==> src/rtl/coldrv_core.sv <==
module coldrv_core #(
  parameter int LANES  = 4,
  parameter int STAGES = 80,
  localparam int COLS  = LANES * STAGES,
  localparam int GW    = 2 * LANES,
  localparam int VW    = 2 * COLS
) (
  input  logic          clk,
  input  logic          rst_n,
  input  logic          sclk,
  input  logic          cs_n,
  input  logic          dir,
  input  logic [GW-1:0] lane_dat,
  input  logic          ld_n,
  input  logic [1:0]    ovr,
  input  logic          pwr_en,
  output logic [VW-1:0] drv
);

  localparam logic [1:0] S_OFF = 2'd0, S_GND = 2'd1, S_MID = 2'd2, S_HIGH = 2'd3;

  logic          sclk_q, ld_q;
  logic [VW-1:0] sreg, hold;
  logic [GW-1:0] grp_rev;

  wire shift_ev = sclk & ~sclk_q & ~cs_n;
  wire load_ev  = ~ld_n & ld_q;

  for (genvar i = 0; i < LANES; i++) begin : g_rev
    assign grp_rev[2*(LANES-1-i) +: 2] = lane_dat[2*i +: 2];
  end

  always_ff @(posedge clk) begin
    if (!rst_n) begin
      sclk_q <= 1'b0;
      ld_q   <= 1'b1;
      sreg   <= '0;
      hold   <= '0;
    end else begin
      sclk_q <= sclk;
      ld_q   <= ld_n;
      if (shift_ev)
        sreg <= dir ? {lane_dat, sreg[VW-1:GW]} : {sreg[VW-GW-1:0], grp_rev};
      if (load_ev)
        hold <= sreg;
    end
  end

  logic [1:0] forced;
  always_comb begin
    unique case (ovr)
      2'b10:   forced = S_GND;
      2'b01:   forced = S_MID;
      2'b11:   forced = S_HIGH;
      default: forced = S_OFF;
    endcase
  end

  for (genvar c = 0; c < COLS; c++) begin : g_col
    logic [1:0] code, thru;
    assign code = hold[2*c +: 2];
    always_comb begin
      unique case (code)
        2'b10:   thru = S_GND;
        2'b11:   thru = S_MID;
        2'b01:   thru = S_HIGH;
        default: thru = S_OFF;
      endcase
    end
    assign drv[2*c +: 2] = !pwr_en ? S_OFF : (ovr == 2'b00) ? thru : forced;
  end

endmodule

==> config.mk <==
export PLATFORM = sky130hd
export DESIGN_NAME = coldrv_core
export DESIGN_NICKNAME = d
export VERILOG_FILES = /design/src/rtl/coldrv_core.sv
export SDC_FILE = /design/constraint.sdc
export NUM_CORES = 2
export LEC_CHECK = 0
export CORE_ASPECT_RATIO = 1.25
export CORE_MARGIN = 1
export CORE_UTILIZATION = 35
export DETAILED_ROUTE_END_ITERATION = 10
export PLACE_DENSITY = 0.57
export SYNTH_ARGS = -nofsm -noshare
export SYNTH_HDL_FRONTEND = slang
export SYNTH_SLANG_ARGS = --single-unit
==> constraint.sdc <==
create_clock -name clk -period 3.6 [get_ports clk]
set_input_delay 0.36 -clock clk [delete_from_list [all_inputs] [get_ports clk]]
set_output_delay 0.36 -clock clk [all_outputs]
set_load 0.02 [all_outputs]
==> metrics.txt <==
Worst R2R Setup Slack 1.28 ns; worst-path cell chain inv_1, ha_1, o21bai_1, a21oi_1, clkdlybuf4s50_1; layout cell share with drive strength beyond 1 4.714%; die area 205000 um^2; hold path startpoint sclk; RD Place Congestion 0.8219; number of global-route vias before repair 52545; switching power total 0.008581 W; pre-CTS setup slack 0.5371 ns; post-route core utilization 42.02%; PnR worst setup slack 0.3475 ns; CTS Root Cell clkbuf_16; Clk pwr share 45.5%; Core Region 201400 um^2; cts hold-fix bufs 1; Worst R2R Start sclk_q$_SDFF_PN0_; maximum vdd ir drop 0.0004989 V; pwr/cell area 386.6 nW/um^2; Largest stage delay, worst path 0.70 ns; WL final 216200 um; Syn Nets 8598; Setup Skew 0.03376 ns; sequential fraction of the synthesis area 36.10%; Std-Cell Rows 184; via count 54229; detailed-route DRC error count 0; Synth Register Bits 1282; Setup Buffers After CTS 0; clk buf depth 3; P&R area growth vs syn 19.04%; Max Freq 0.3075 GHz; clock sink count 1282; initial antenna violation count 14; switching part of the total 26.22%; most frequent cells in the layout dfxtp_1 (1282), nand2_1 (1280), ha_1 (960), clkdlybuf4s50_1 (652), inv_1 (641); WS Path Type flop to output pin; WL/cell 20.01 um; Worst Hold Path EP sclk_q$_SDFF_PN0_; post-DP HPWL 156400 um; number of port buffers 656; min-delay worst type primary input to flop; H-tree levels 4; I/O Pins 657; cell count after synthesis 7621; Initial Util 35.30%; Tightest Pin Transition 1.481 ns; clk_lat worst skew 0.80 ns; number of buffers created by CTS 139; synthesized cell area 71100 um^2; status finished clean; Final Max Slew Viols 0; crit path time final 3.253 ns; clk slew on worst S/H paths 0.06 ns; Die Wd 405.1 um; syn avg cell area 9.329 um^2; Logic pwr share 11.1%; Worst Path Max Fanout 3; total congestion overflow 0; synth warn 0; max_cap viols 0; reg-to-reg endpoint sreg[464]$_SDFFE_PN0P_; Fin Hold WS 0.1747 ns; filler instances 19616; RSZ-0062 raised after global routing no; Vias per Instance 5.020; global-route wire length before repair 327800 um; nets@finish 8969; Die Ht 505.9 um; Post-CTS Resized 0; Leakage 34.29 nW; Setup violations, final 0; most common cell after layout, fill and taps aside dfxtp_1; slowest CP cell clkdlybuf4s50_1; remaining antenna violation count 0; sequential share of power 43.4%; CP Data Required Time 3.24 ns; Worst setup EP type output pin; Hold Path Depth 2; period utilization 90.35%; Internal 0.02414 W; Startpoint Class flop; pin count of the biggest net entering global routing 209; DRT Pass-1 Iters 5; synth unique cells 25; setup TNS 0 ns; Final Hold Fails 0; crit path DAT 2.89 ns; CTS tree yes; GR Util All Layers 20.60%; Slew HR 1.241%; worst reg2reg path depth 6; Initial DRC Count 3191
[worst max-delay path, delay by kind of cell, from the launching register on]
family	cells	cell delay [ns]
AO/OA/AOI/OAI	2	0.79
buffers and inverters	2	0.77
flip-flops	1	0.36
adder cells (fa/ha/maj)	1	0.17
[layer usage]
metal | GRT usage (%) | part of all wire [%]
met4 | 5.777 | 2.4
met1 | 28.60 | 48
met3 | 3.328 | 5.0
met5 | 0 | 0.018
met2 | 32.69 | 45
[synth_stat cells]
master     count  share of area (%)
a21boi_0     640                6.8
nor2b_1        2              0.018
nor2_1         1             0.0053
and2_1         1             0.0088
buf_2        337                2.4
nand2_1     1280                6.8
nor3b_2        1              0.018
clkbuf_1     122               0.64
or2_1          1             0.0088
inv_1        641                3.4
nand2b_1       2              0.018
a21oi_1      320                2.3
buf_6          9               0.14
o21ai_1        1             0.0070
nand2_2        1             0.0088
mux2i_1      640                9.0
clkbuf_4       9              0.095
buf_4         70               0.74
ha_1         960                 17
o2bb2ai_1    640                7.9
o21a_1       320                3.4
a21boi_2       1              0.016
o21bai_1     320                3.4
dfxtp_1     1282                 36
buf_1         20               0.11
[power by group through the flow]
stage | registers (W) | clock network (W) | logic, W
finish | 0.0142 | 0.0149 | 0.00363
floorplan | 0.0145 | 0 | 0.00219
global route | 0.0142 | 0.0159 | 0.00384
CTS | 0.0142 | 0.0153 | 0.00366
global placement | 0.0145 | 0 | 0.00362
detailed placement | 0.0145 | 0 | 0.00364
[sequential cells by signal, indices dropped and copies added, names as in the netlist]
name	cells
ld_q	1
sreg	640
sclk_q	1
hold	640
[area by class of cell]
cell class	count	area, um^2	share of cell area [%]
Antenna cell	2	5.005	0.005913
Tap cell	2697	3374	3.987
Inverter	641	2406	2.843
Timing Repair Buffer	797	8258	9.757
Clock inverter	57	723.2	0.8544
Sequential cell	1282	25660	30.32
Clock buffer	196	4024	4.754
Multi-Input combinational cell	5131	40180	47.48
[worst max-delay path by stage]
stage          slack [ns]        to  depth (start not counted)             startpoint
3_3_place_gp         0.52  drv[358]                          7                 ovr[1]
4_1_cts              0.20   drv[45]                          5  hold[45]$_SDFFE_PN0P_
6_report             0.35   drv[37]                          5  hold[37]$_SDFFE_PN0P_
5_1_grt              0.12   drv[29]                          5  hold[29]$_SDFFE_PN0P_
2_1_floorplan        2.00  drv[100]                          5                 ovr[1]
3_5_place_dp         0.54  drv[164]                          7                 ovr[1]
[stage by stage]
stage | total power [W] | cell area, um^2 | instances
floorplan | 0.01671 | 71100 | 7621
global placement | 0.01814 | 79880 | 10547
detailed placement | 0.01816 | 79880 | 10547
CTS | 0.03313 | 84630 | 10801
global route | 0.03390 | 84640 | 10802
finish | 0.03272 | 84640 | 10803
[kinds of logic (layout without fill, tap and decap cells)]
kind of cell / count (synthesis) / in the layout / share of synthesized area (%)
AND/OR/NAND/NOR: 1289 / 1289 / 6.842
multiplexers: 640 / 640 / 9.010
other: 0 / 2 / 0
adder cells (fa/ha/maj): 960 / 960 / 16.89
flip-flops: 1282 / 1282 / 36.10
AO/OA/AOI/OAI: 2242 / 2242 / 23.67
buffers and inverters: 1208 / 1691 / 7.483
(Power assumes the default switching activity.)
